===== config.mk =====
export PLATFORM = sky130hd
export DESIGN_NAME = twb_front
export DESIGN_NICKNAME = d
export VERILOG_FILES = /design/src/rtl/twb_pkg.sv /design/src/rtl/twb_xfer_ctrl.sv /design/src/rtl/twb_irq_status.sv /design/src/rtl/twb_cfg_regs.sv /design/src/rtl/twb_front.sv
export SDC_FILE = /design/constraint.sdc
export NUM_CORES = 1
export LEC_CHECK = 0
export CORE_ASPECT_RATIO = 1.5
export CORE_UTILIZATION = 47
export DETAILED_ROUTE_END_ITERATION = 10
export GPL_TIMING_DRIVEN = 1
export PLACE_DENSITY = 0.83
export SYNTH_ARGS = -nofsm -noshare
export SYNTH_HDL_FRONTEND = slang
export SYNTH_SLANG_ARGS = --single-unit
export TNS_END_PERCENT = 10

===== constraint.sdc =====
create_clock -name clk -period 2.39 [get_ports clk]
set_input_delay 0.3585 -clock clk [delete_from_list [all_inputs] [get_ports clk]]
set_output_delay 0.3585 -clock clk [all_outputs]
set_load 0.01 [all_outputs]

===== src/rtl/twb_pkg.sv =====
package twb_pkg;

    localparam int DW     = 32;
    localparam int AW     = 8;
    localparam int CMD_W  = 8;
    localparam int HWA_W  = 16;
    localparam int ICFG_W = 24;

    localparam logic [AW-1:0] OFS_CTRL  = 8'h00;
    localparam logic [AW-1:0] OFS_CLK   = 8'h04;
    localparam logic [AW-1:0] OFS_IEN   = 8'h08;
    localparam logic [AW-1:0] OFS_ISTS  = 8'h0C;
    localparam logic [AW-1:0] OFS_RADDR = 8'h10;
    localparam logic [AW-1:0] OFS_DATA  = 8'h1C;
    localparam logic [AW-1:0] OFS_LINE  = 8'h24;
    localparam logic [AW-1:0] OFS_DMODE = 8'h28;
    localparam logic [AW-1:0] OFS_CMD   = 8'h2C;
    localparam logic [AW-1:0] OFS_DADDR = 8'h30;

    typedef enum logic [3:0] {
        SEL_NONE, SEL_CTRL, SEL_CLK, SEL_IEN, SEL_ISTS, SEL_RADDR,
        SEL_DATA, SEL_LINE, SEL_DMODE, SEL_CMD, SEL_DADDR
    } reg_sel_e;

    typedef struct packed {
        logic          we;
        reg_sel_e      sel;
        logic [DW-1:0] data;
    } reg_wr_t;

    // events from the transfer sequencer to the status flags
    typedef struct packed {
        logic ok;
        logic fail;
        logic lbusy;
    } xfer_evt_t;

    typedef struct packed {
        logic [3:0] byte_id;
        logic       nack;
    } fail_info_t;

    typedef struct packed {
        logic              gie;
        logic [2:0]        sda_dly;
        logic [7:0]        clk_div;
        logic [2:0]        ien;
        logic [7:0]        raddr;
        logic [DW-1:0]     data;
        logic [3:0]        line;
        logic [ICFG_W-1:0] init_cfg;
        logic [CMD_W-1:0]  cmd;
        logic [7:0]        rt;
        logic [HWA_W-1:0]  hw;
    } cfg_t;

    function automatic reg_sel_e decode(input logic [AW-1:0] a);
        case (a)
            OFS_CTRL:  return SEL_CTRL;
            OFS_CLK:   return SEL_CLK;
            OFS_IEN:   return SEL_IEN;
            OFS_ISTS:  return SEL_ISTS;
            OFS_RADDR: return SEL_RADDR;
            OFS_DATA:  return SEL_DATA;
            OFS_LINE:  return SEL_LINE;
            OFS_DMODE: return SEL_DMODE;
            OFS_CMD:   return SEL_CMD;
            OFS_DADDR: return SEL_DADDR;
            default:   return SEL_NONE;
        endcase
    endfunction

    function automatic logic [DW-1:0] rd_mask(input logic [1:0] len);
        case (len)
            2'd0:    return {{(DW-8){1'b0}}, 8'hFF};
            2'd1:    return {{(DW-16){1'b0}}, 16'hFFFF};
            default: return {DW{1'b1}};
        endcase
    endfunction

endpackage


===== src/rtl/twb_xfer_ctrl.sv =====
module twb_xfer_ctrl
    import twb_pkg::*;
#(
    parameter int SRST_CYCLES = 4
) (
    input  logic      clk,
    input  logic      rst,
    input  logic      ctrl_we,
    input  logic      wr_start_bit,
    input  logic      wr_abort_bit,
    input  logic      wr_srst_bit,
    input  logic      dmode_go,
    input  logic      eng_done,
    input  logic      eng_fail,
    input  logic      eng_init_done,
    output logic      busy_q,
    output logic      init_busy_q,
    output logic      srst_active,
    output logic      start_pulse,
    output logic      abort_pulse,
    output logic      init_pulse,
    output logic      start_req,
    output logic      abort_evt,
    output xfer_evt_t evt
);

    localparam int CW = $clog2(SRST_CYCLES + 1);

    logic [CW-1:0] srst_cnt;
    logic          wr_srst;
    logic          any_busy;
    logic          accept_start;
    logic          accept_init;
    logic          done_ok;

    assign srst_active  = (srst_cnt != '0);
    assign wr_srst      = ctrl_we & wr_srst_bit;
    assign any_busy     = busy_q | init_busy_q;
    // abort bit in the same write overrides start
    assign start_req    = ctrl_we & wr_start_bit & ~wr_abort_bit & ~wr_srst;
    assign abort_evt    = ctrl_we & wr_abort_bit & ~wr_srst & busy_q;
    assign accept_start = start_req & ~any_busy;
    assign accept_init  = dmode_go & ~any_busy;
    assign done_ok      = busy_q & eng_done & ~abort_evt;

    assign evt.ok    = done_ok & ~eng_fail;
    assign evt.fail  = done_ok & eng_fail;
    assign evt.lbusy = start_req & any_busy;

    always_ff @(posedge clk) begin
        if (rst) begin
            srst_cnt <= '0;
        end else if (wr_srst) begin
            srst_cnt <= CW'(SRST_CYCLES);
        end else if (srst_active) begin
            srst_cnt <= srst_cnt - 1'b1;
        end
    end

    always_ff @(posedge clk) begin
        if (rst || srst_active) begin
            busy_q      <= 1'b0;
            init_busy_q <= 1'b0;
            start_pulse <= 1'b0;
            abort_pulse <= 1'b0;
            init_pulse  <= 1'b0;
        end else begin
            start_pulse <= accept_start;
            abort_pulse <= abort_evt;
            init_pulse  <= accept_init;
            if (accept_start) begin
                busy_q <= 1'b1;
            end else if (done_ok || abort_evt) begin
                busy_q <= 1'b0;
            end
            if (accept_init) begin
                init_busy_q <= 1'b1;
            end else if (eng_init_done) begin
                init_busy_q <= 1'b0;
            end
        end
    end

endmodule


===== src/rtl/twb_irq_status.sv =====
module twb_irq_status
    import twb_pkg::*;
(
    input  logic          clk,
    input  logic          rst,
    input  logic          clr,
    input  logic          sts_we,
    input  logic [3:0]    w1c,      // {bit16, bit2, bit1, bit0} of the write
    input  xfer_evt_t     evt,
    input  fail_info_t    info,
    input  logic          gie,
    input  logic [2:0]    ien,
    output logic [DW-1:0] sts_word,
    output logic          sts_over,
    output logic          sts_err,
    output logic          sts_lbusy,
    output logic          irq
);

    fail_info_t err_info;

    always_ff @(posedge clk) begin
        if (rst || clr) begin
            sts_over  <= 1'b0;
            sts_err   <= 1'b0;
            sts_lbusy <= 1'b0;
            err_info  <= '0;
        end else begin
            if (evt.ok) begin
                sts_over <= 1'b1;
            end else if (sts_we && w1c[0]) begin
                sts_over <= 1'b0;
            end

            if (evt.lbusy) begin
                sts_lbusy <= 1'b1;
            end else if (sts_we && w1c[2]) begin
                sts_lbusy <= 1'b0;
            end

            if (evt.fail) begin
                sts_err  <= 1'b1;
                err_info <= info;
            end else if (sts_we && w1c[1]) begin
                sts_err  <= 1'b0;
                err_info <= '0;
            end else if (sts_we && w1c[3]) begin
                err_info.nack <= 1'b0;
            end
        end
    end

    assign sts_word = {15'd0, err_info.nack, 4'd0, err_info.byte_id,
                       5'd0, sts_lbusy, sts_err, sts_over};

    assign irq = gie & |({sts_lbusy, sts_err, sts_over} & ien);

endmodule


===== src/rtl/twb_cfg_regs.sv =====
module twb_cfg_regs
    import twb_pkg::*;
(
    input  logic          clk,
    input  logic          rst,
    input  logic          clr,
    input  reg_wr_t       wr,
    input  logic          cap_rdata,
    input  logic [1:0]    rd_len,
    input  logic [DW-1:0] rdata_in,
    output cfg_t          cfg
);

    always_ff @(posedge clk) begin
        if (rst || clr) begin
            cfg <= '0;
        end else begin
            if (wr.we) begin
                case (wr.sel)
                    SEL_CTRL:  cfg.gie                    <= wr.data[1];
                    SEL_CLK:   {cfg.sda_dly, cfg.clk_div} <= wr.data[10:0];
                    SEL_IEN:   cfg.ien                    <= wr.data[2:0];
                    SEL_RADDR: cfg.raddr                  <= wr.data[7:0];
                    SEL_DATA:  cfg.data                   <= wr.data;
                    SEL_LINE:  cfg.line                   <= wr.data[3:0];
                    SEL_DMODE: cfg.init_cfg               <= wr.data[ICFG_W-1:0];
                    SEL_CMD:   cfg.cmd                    <= wr.data[CMD_W-1:0];
                    SEL_DADDR: {cfg.rt, cfg.hw}           <= wr.data[23:0];
                    default: ;
                endcase
            end
            // engine read result takes precedence over a same-cycle bus write
            if (cap_rdata) begin
                cfg.data <= rdata_in & rd_mask(rd_len);
            end
        end
    end

endmodule


===== src/rtl/twb_front.sv =====
module twb_front
    import twb_pkg::*;
#(
    parameter int SRST_CYCLES = 4
) (
    input  logic              clk,
    input  logic              rst,
    input  logic              bus_valid,
    input  logic              bus_write,
    input  logic [AW-1:0]     bus_addr,
    input  logic [DW-1:0]     bus_wdata,
    output logic [DW-1:0]     bus_rdata,
    output logic              irq,
    output logic              eng_start,
    output logic              eng_abort,
    output logic              eng_init_start,
    output logic [CMD_W-1:0]  eng_cmd,
    output logic [7:0]        eng_rt_addr,
    output logic [HWA_W-1:0]  eng_hw_addr,
    output logic [7:0]        eng_reg_addr,
    output logic [DW-1:0]     eng_wdata,
    output logic [7:0]        eng_clk_div,
    output logic [2:0]        eng_sda_delay,
    output logic [ICFG_W-1:0] eng_init_cfg,
    input  logic              eng_done,
    input  logic              eng_fail,
    input  logic              eng_nack,
    input  logic [3:0]        eng_fail_byte,
    input  logic              eng_has_rdata,
    input  logic [1:0]        eng_rd_len,
    input  logic [DW-1:0]     eng_rdata,
    input  logic              eng_init_done,
    input  logic              line_sda_in,
    input  logic              line_scl_in,
    output logic              line_sda_oe,
    output logic              line_sda_val,
    output logic              line_scl_oe,
    output logic              line_scl_val
);

    reg_sel_e   rsel;
    reg_wr_t    wr;
    cfg_t       cfg;
    xfer_evt_t  evt;
    fail_info_t info;
    logic       busy_q, init_busy_q, srst_active;
    logic       start_pulse, abort_pulse, init_pulse;
    logic       start_req, abort_evt;
    logic       sts_over, sts_err, sts_lbusy;
    logic [DW-1:0] sts_word;

    assign rsel    = decode(bus_addr);
    assign wr.we   = bus_valid & bus_write & ~srst_active;
    assign wr.sel  = rsel;
    assign wr.data = bus_wdata;

    assign info.byte_id = eng_fail_byte;
    assign info.nack    = eng_nack;

    twb_xfer_ctrl #(.SRST_CYCLES(SRST_CYCLES)) u_xfer (
        .clk           (clk),
        .rst           (rst),
        .ctrl_we       (wr.we && wr.sel == SEL_CTRL),
        .wr_start_bit  (wr.data[7]),
        .wr_abort_bit  (wr.data[6]),
        .wr_srst_bit   (wr.data[0]),
        .dmode_go      (wr.we && wr.sel == SEL_DMODE && wr.data[31]),
        .eng_done      (eng_done),
        .eng_fail      (eng_fail),
        .eng_init_done (eng_init_done),
        .busy_q        (busy_q),
        .init_busy_q   (init_busy_q),
        .srst_active   (srst_active),
        .start_pulse   (start_pulse),
        .abort_pulse   (abort_pulse),
        .init_pulse    (init_pulse),
        .start_req     (start_req),
        .abort_evt     (abort_evt),
        .evt           (evt)
    );

    twb_irq_status u_sts (
        .clk       (clk),
        .rst       (rst),
        .clr       (srst_active),
        .sts_we    (wr.we && wr.sel == SEL_ISTS),
        .w1c       ({wr.data[16], wr.data[2:0]}),
        .evt       (evt),
        .info      (info),
        .gie       (cfg.gie),
        .ien       (cfg.ien),
        .sts_word  (sts_word),
        .sts_over  (sts_over),
        .sts_err   (sts_err),
        .sts_lbusy (sts_lbusy),
        .irq       (irq)
    );

    twb_cfg_regs u_cfg (
        .clk       (clk),
        .rst       (rst),
        .clr       (srst_active),
        .wr        (wr),
        .cap_rdata (evt.ok & eng_has_rdata),
        .rd_len    (eng_rd_len),
        .rdata_in  (eng_rdata),
        .cfg       (cfg)
    );

    assign eng_start      = start_pulse;
    assign eng_abort      = abort_pulse | srst_active;
    assign eng_init_start = init_pulse;
    assign eng_cmd        = cfg.cmd;
    assign eng_rt_addr    = cfg.rt;
    assign eng_hw_addr    = cfg.hw;
    assign eng_reg_addr   = cfg.raddr;
    assign eng_wdata      = cfg.data;
    assign eng_clk_div    = cfg.clk_div;
    assign eng_sda_delay  = cfg.sda_dly;
    assign eng_init_cfg   = cfg.init_cfg;
    assign line_sda_oe    = cfg.line[0];
    assign line_sda_val   = cfg.line[1];
    assign line_scl_oe    = cfg.line[2];
    assign line_scl_val   = cfg.line[3];

    always_comb begin
        bus_rdata = '0;
        case (rsel)
            SEL_CTRL:  bus_rdata = {24'd0, busy_q, 5'd0, cfg.gie, srst_active};
            SEL_CLK:   bus_rdata = {21'd0, cfg.sda_dly, cfg.clk_div};
            SEL_IEN:   bus_rdata = {29'd0, cfg.ien};
            SEL_ISTS:  bus_rdata = sts_word;
            SEL_RADDR: bus_rdata = {24'd0, cfg.raddr};
            SEL_DATA:  bus_rdata = cfg.data;
            SEL_LINE:  bus_rdata = {26'd0, line_scl_in, line_sda_in, cfg.line};
            SEL_DMODE: bus_rdata = {init_busy_q, 7'd0, cfg.init_cfg};
            SEL_CMD:   bus_rdata = {24'd0, cfg.cmd};
            SEL_DADDR: bus_rdata = {8'd0, cfg.rt, cfg.hw};
            default:   bus_rdata = '0;
        endcase
    end

endmodule


Word-level counts from Yosys, hierarchy flattened
Index checks and enable logic that the tools add are counted.
Word-level totals
  input port bits: 89
  flip-flop bits (word level): 131
  output and inout bits: 147
Cells by class
  add/subtract/negate cells: 1
  bitwise operators: 28
  multiplexer cells: 28
  equality and inequality tests: 20
  reductions and logical operators: 33
Operators by type and width (number)
  case mux 32 bit (10 select lines): 1
  two-way mux 32 bit: 4
  two-way mux 92 bit: 1
  case mux 32 bit (2 select lines): 1
  two-way mux 24 bit: 2
  case mux 4 bit (10 select lines): 1
  bitwise AND 32 bit: 1
  equality test 8 x 6 -> 1 bit, second input constant: 4
  bitwise AND 1 bit: 18
  AND reduction 2 bit: 9
  equality test 4 x 3 -> 1 bit, second input constant: 4
  equality test 8 x 4 -> 1 bit, second input constant: 2
  equality test 8 x 5 -> 1 bit, second input constant: 2
  nonzero test 2 bit: 8
  equality test 4 bit, second input constant: 3
  two-way mux 1 bit: 12
  equality test 4 x 2 -> 1 bit, second input constant: 2
  equality test 8 x 3 -> 1 bit, second input constant: 1
  logical AND 1 bit: 8
  logical NOT 8 bit: 1
  two-way mux 4 bit: 2
  two-way mux 8 bit: 1
  two-way mux 3 bit: 2
  NOT 1 bit: 6
  other kinds (11): 14

Logic depth before layout (Yosys ltp)
  word-level depth: 16
  gate-level depth with buffers: 11

Hierarchy
A second synthesis with hierarchy kept.
Second synthesis, totals
  cell total of the unflattened synthesis: 930
  area, all modules: 7573.5 um^2
Modules (own cells, without submodules)
  twb_cfg_regs: cells an instance 609, area an instance 5151.2 um^2, times used 1
  twb_front: cells an instance 211, area an instance 1476.4 um^2, times used 1
  twb_irq_status: cells an instance 66, area an instance 548.0 um^2, times used 1
  twb_xfer_ctrl: cells an instance 44, area an instance 397.9 um^2, times used 1

Least setup slack after synthesis
No wires, ideal clock.
  path kind: reg-to-output
  start: register u_xfer.srst_cnt[0]
  end: output bus_rdata[0]
  setup slack: 0.325 ns
  data required time: 2.032 ns
  arrival: 1.706 ns
  path buffers: 1
  stages on the path, launching flop included: 9
  cells stage by stage: dfxtp_1 > inv_1 > ha_1 > ha_1 > buf_4 > or2_2 > a211oi_1 > o31ai_1 > a31oi_1
Between the ends
  cells in the longest elaborated chain, start to end: 2
RTL lines
  from (decl): line twb_xfer_ctrl.sv:29  | logic [CW-1:0] srst_cnt;
  from (signal assigned): line twb_xfer_ctrl.sv:54  | srst_cnt <= CW'(SRST_CYCLES);
  from (signal assigned): line twb_xfer_ctrl.sv:56  | srst_cnt <= srst_cnt - 1'b1;
  nonzero test 3 bit: line twb_xfer_ctrl.sv:36  | assign srst_active = (srst_cnt != '0);
  case mux 32 bit (10 select lines): line twb_front.sv:128  | case (rsel)
  to (decl): line twb_front.sv:12  | output logic [DW-1:0] bus_rdata,
Every way passes these cells.

Worst setup path after layout
  start: input bus_addr[1]
  end: output bus_rdata[31]
Between the ends
  cells in the longest elaborated chain, start to end: 4
  elaborated cells on any way between the ends: 22
RTL lines
  from (decl): line twb_front.sv:10  | input logic [AW-1:0] bus_addr,
  equality test 8 x 6 -> 1 bit, or another cell as far along: line twb_pkg.sv:58  | case (a)
  case mux 4 bit (10 select lines) (*): line twb_pkg.sv:58
  equality test 4 bit, or another cell as far along: line twb_front.sv:128
  case mux 32 bit (10 select lines) (*): line twb_front.sv:128
Every way passes the cells marked *; elsewhere a longest branch is shown, timed or not.

==> metrics.yaml <==
cells_and_area:
  final_area_sq_mm: 0.0102
  fillerInstances: 1218
  area.sequential_sq_mm: 0.00263
  layout.nets: 1120
  post-route-util: 0.670
  final_common_cell: "clkdlybuf4s50_1"
  area.growth.synth_to_final_pct: 38.0
  drive_above_1_share: 0.193
  multi_input_area_sq_mm: 0.00357
  final_cell_mix: "195 x clkdlybuf4s50_1, 174 x nand2_1, 129 x dfxtp_1, 70 x buf_4, 54 x a21oi_1"
  post_layout_nonfiller_instances: 1240
  diodes: 0
drt:
  drtIter0Drc: 595
  postRouteAntennaNets: 0
  viasPerCell: 5.79
  routed_wl_mm: 25.0
  vias: 7184
  avgRoutedWirePerCell_um: 20.2
  route.detailed.drc: 0
  drtPass1Iterations: 6
die:
  die_y_um: 155
  die_w_um: 104
  rows: 55
  fp.dieArea_sq_mm: 0.0162
  initial_core_util: 0.485
  core_sq_mm: 0.0152
  pin_count: 236
sta:
  final.min_clock_period_ns: 2.35
  clock.fmax_mhz: 426
  grt_setup_unrepaired: "yes"
  max-slew-margin-rel: 0.694
  fin_crit_sh: 0.983
  hold-worst-slack_ns: 0.473
  drv_slew: 0
  worstMarginPinSlew_ns: 0.458
  finalSetupViolCount: 0
  fin_skew_ns: 0.00767
  finalHoldViolations: 0
clock_network:
  numCtsBuffers: 17
  cts_tree: "done"
  h-tree-depth: 4
  hold_buffers: 0
  cts_sinks: 131
  ctsLongestPathBuffers: 2
  cts.clk_slew.worst_paths_ns: 0.06
  clock_latency_ns: 0.42
  clockRootBuffer: "clkbuf_16"
global_route:
  antenna_found_initial: 0
  grt_pass1_vias: 7087
  grt_overflow: 0
  grt_start_max_net_pins: 44
  grt_usage: 0.304
  grt_pass1_wl_mm: 38.3
hold_path:
  worstHoldPathCells: 2
  hp-class: "flip-flop to flip-flop"
  hold_start: "u_cfg.cfg[12]"
  holdPathEnd: "u_cfg.cfg[12]"
critical_path:
  start_kind: "input port"
  rr_worst_depth: 9
  critical_path_class: "input port to output pin"
  worstPathRequired_ns: 2.03
  critPathArrivalTime_ns: 1.99
  r2r_slack_ns: 0.17
  crit_fanout: 12
  timing.rr.end: "u_cfg.cfg[86]"
  worstSetupStartpoint: "bus_addr[1]"
  worstReg2RegStart: "u_xfer.srst_cnt[1]"
  crit_path_end_kind: "output pin"
synthesis:
  synth.ff_latch_count: 131
  yosys_warnings: 0
  synth_flop_cell: "dfxtp_1"
  syn-num-nets: 960
  synth-edff-count: 0
  synth_area_per_cell_sq_um: 8.50
  ys_async_sr_fraction: 0
  syn-cell-area_sq_mm: 0.00738
  synth.yosys.seq_area_share: 0.355
  ys_types: 59
  netlist_instances: 868
power:
  vdd_drop_max_mv: 0.505
  power_density_mw_per_mm2: 566
  leakagePower_nw: 3.93
  p_total_mw: 5.76
placement:
  post-place-cells: 1204
  io_buffers: 235
  gp_congestion: 0.930
  dpl.hpwl_mm: 18.2
  place_area_sq_mm: 0.00961
outcome:
  status: "complete, no violations"
flow_run:
  drv_cap: 0
[flip-flops by register name (all words and copies together) (netlist names)]
name / cells
u_xfer.srst_cnt: 3
u_sts.sts_err: 1
u_xfer.busy_q: 1
u_xfer.init_pulse: 1
u_cfg.cfg: 115
u_xfer.abort_pulse: 1
u_sts.sts_word: 5
u_sts.sts_lbusy: 1
u_xfer.init_busy_q: 1
u_xfer.start_pulse: 1
u_sts.sts_over: 1
[metrics by stage]
stage | setup slack [ns] | TNS, ns
2_1_floorplan | 0.325 | 0
3_3_place_gp | -0.558 | -19.89
3_5_place_dp | -0.546 | -20.11
4_1_cts | -0.116 | -0.116
5_1_grt | -0.0255 | -0.0728
6_report | 0.0412 | 0
[cell families after synthesis]
kind of cell / count (synthesis) / share of synthesized area
DFF: 131 / 0.355
muxes: 51 / 0.0722
xor gates and xnor gates: 1 / 0.00119
buffers and inverters: 198 / 0.171
AOI/OAI and AO/OA: 179 / 0.201
adders and majority gates: 3 / 0.00509
and+or+nand+nor: 305 / 0.194
[final cells by class]
cell class,count,share of cell area
clock buffers,20,0.0439
repair buffers,323,0.305
multi-input cells,539,0.350
flip-flops and latches,131,0.258
inverters,16,0.00590
well taps,199,0.0244
clock inverters,12,0.0130
[metal layers]
| metal | vias up | track usage | share of wire |
|---|---|---|---|
| met5 | - | 0 | 0 |
| met4 | 0 | 0.185 | 0.050 |
| met3 | 89 | 0.0494 | 0.080 |
| met2 | 430 | 0.534 | 0.50 |
| met1 | 3389 | 0.344 | 0.37 |
| li1 | 3276 | - | - |
[report_power, final]
group	internal (mW)	switching (mW)	leakage, nW	total, mW
Sequential	2.20	0.00991	1.06	2.21
Clock	1.56	0.997	0.276	2.56
Combinational	0.424	0.565	2.60	0.990
[repair_timing]
item / CTS / global route
cloned: 0 / 0
pin swaps: 6 / 16
hold endpoints to repair: 0 / 0
gates resized for setup: 76 / 32
setup endpoints to repair: 50 / 21
setup buffers: 3 / 1
[worst max path at each step]
stage / to / slack, ns / depth (start not counted)
6_report: bus_rdata[31] / 0.04 / 8
3_3_place_gp: bus_rdata[4] / -0.56 / 7
4_1_cts: bus_rdata[0] / -0.12 / 8
5_1_grt: bus_rdata[13] / -0.03 / 8
3_5_place_dp: bus_rdata[4] / -0.55 / 7
2_1_floorplan: bus_rdata[0] / 0.33 / 8
[synthesized netlist by cell type (all sizes together), types with 3 or more instances]
cell | n | area share
o21ai | 8 | 0.0054
a311oi | 32 | 0.061
and2 | 9 | 0.0076
nor2b | 8 | 0.0068
a21oi | 54 | 0.037
clkbuf | 26 | 0.013
mux2i | 42 | 0.057
a221o | 3 | 0.0041
and3 | 20 | 0.017
nand2 | 174 | 0.088
and4 | 4 | 0.0047
inv | 16 | 0.0081
nor3 | 9 | 0.0061
a211oi | 27 | 0.027
nand3 | 11 | 0.0095
o22ai | 3 | 0.0025
a22o | 8 | 0.0095
a222oi | 17 | 0.023
dfxtp | 131 | 0.36
nand4 | 7 | 0.0097
nor3b | 3 | 0.0031
o31ai | 3 | 0.0037
a32o | 6 | 0.0081
nand2b | 4 | 0.0034
a32oi | 4 | 0.0047
mux2 | 8 | 0.012
nor2 | 46 | 0.023
a22oi | 4 | 0.0041
ha | 3 | 0.0051
buf | 156 | 0.15
[critical path: stages]
cell and delay, ns:
dlygate4sd2_1 0.26, nor4_4 0.33, buf_12 0.16, buf_4 0.14, and2_4 0.16, buf_12 0.13
a22o_1 0.17, dlygate4sd2_1 0.27
Power figures use the tool's default switching activity.
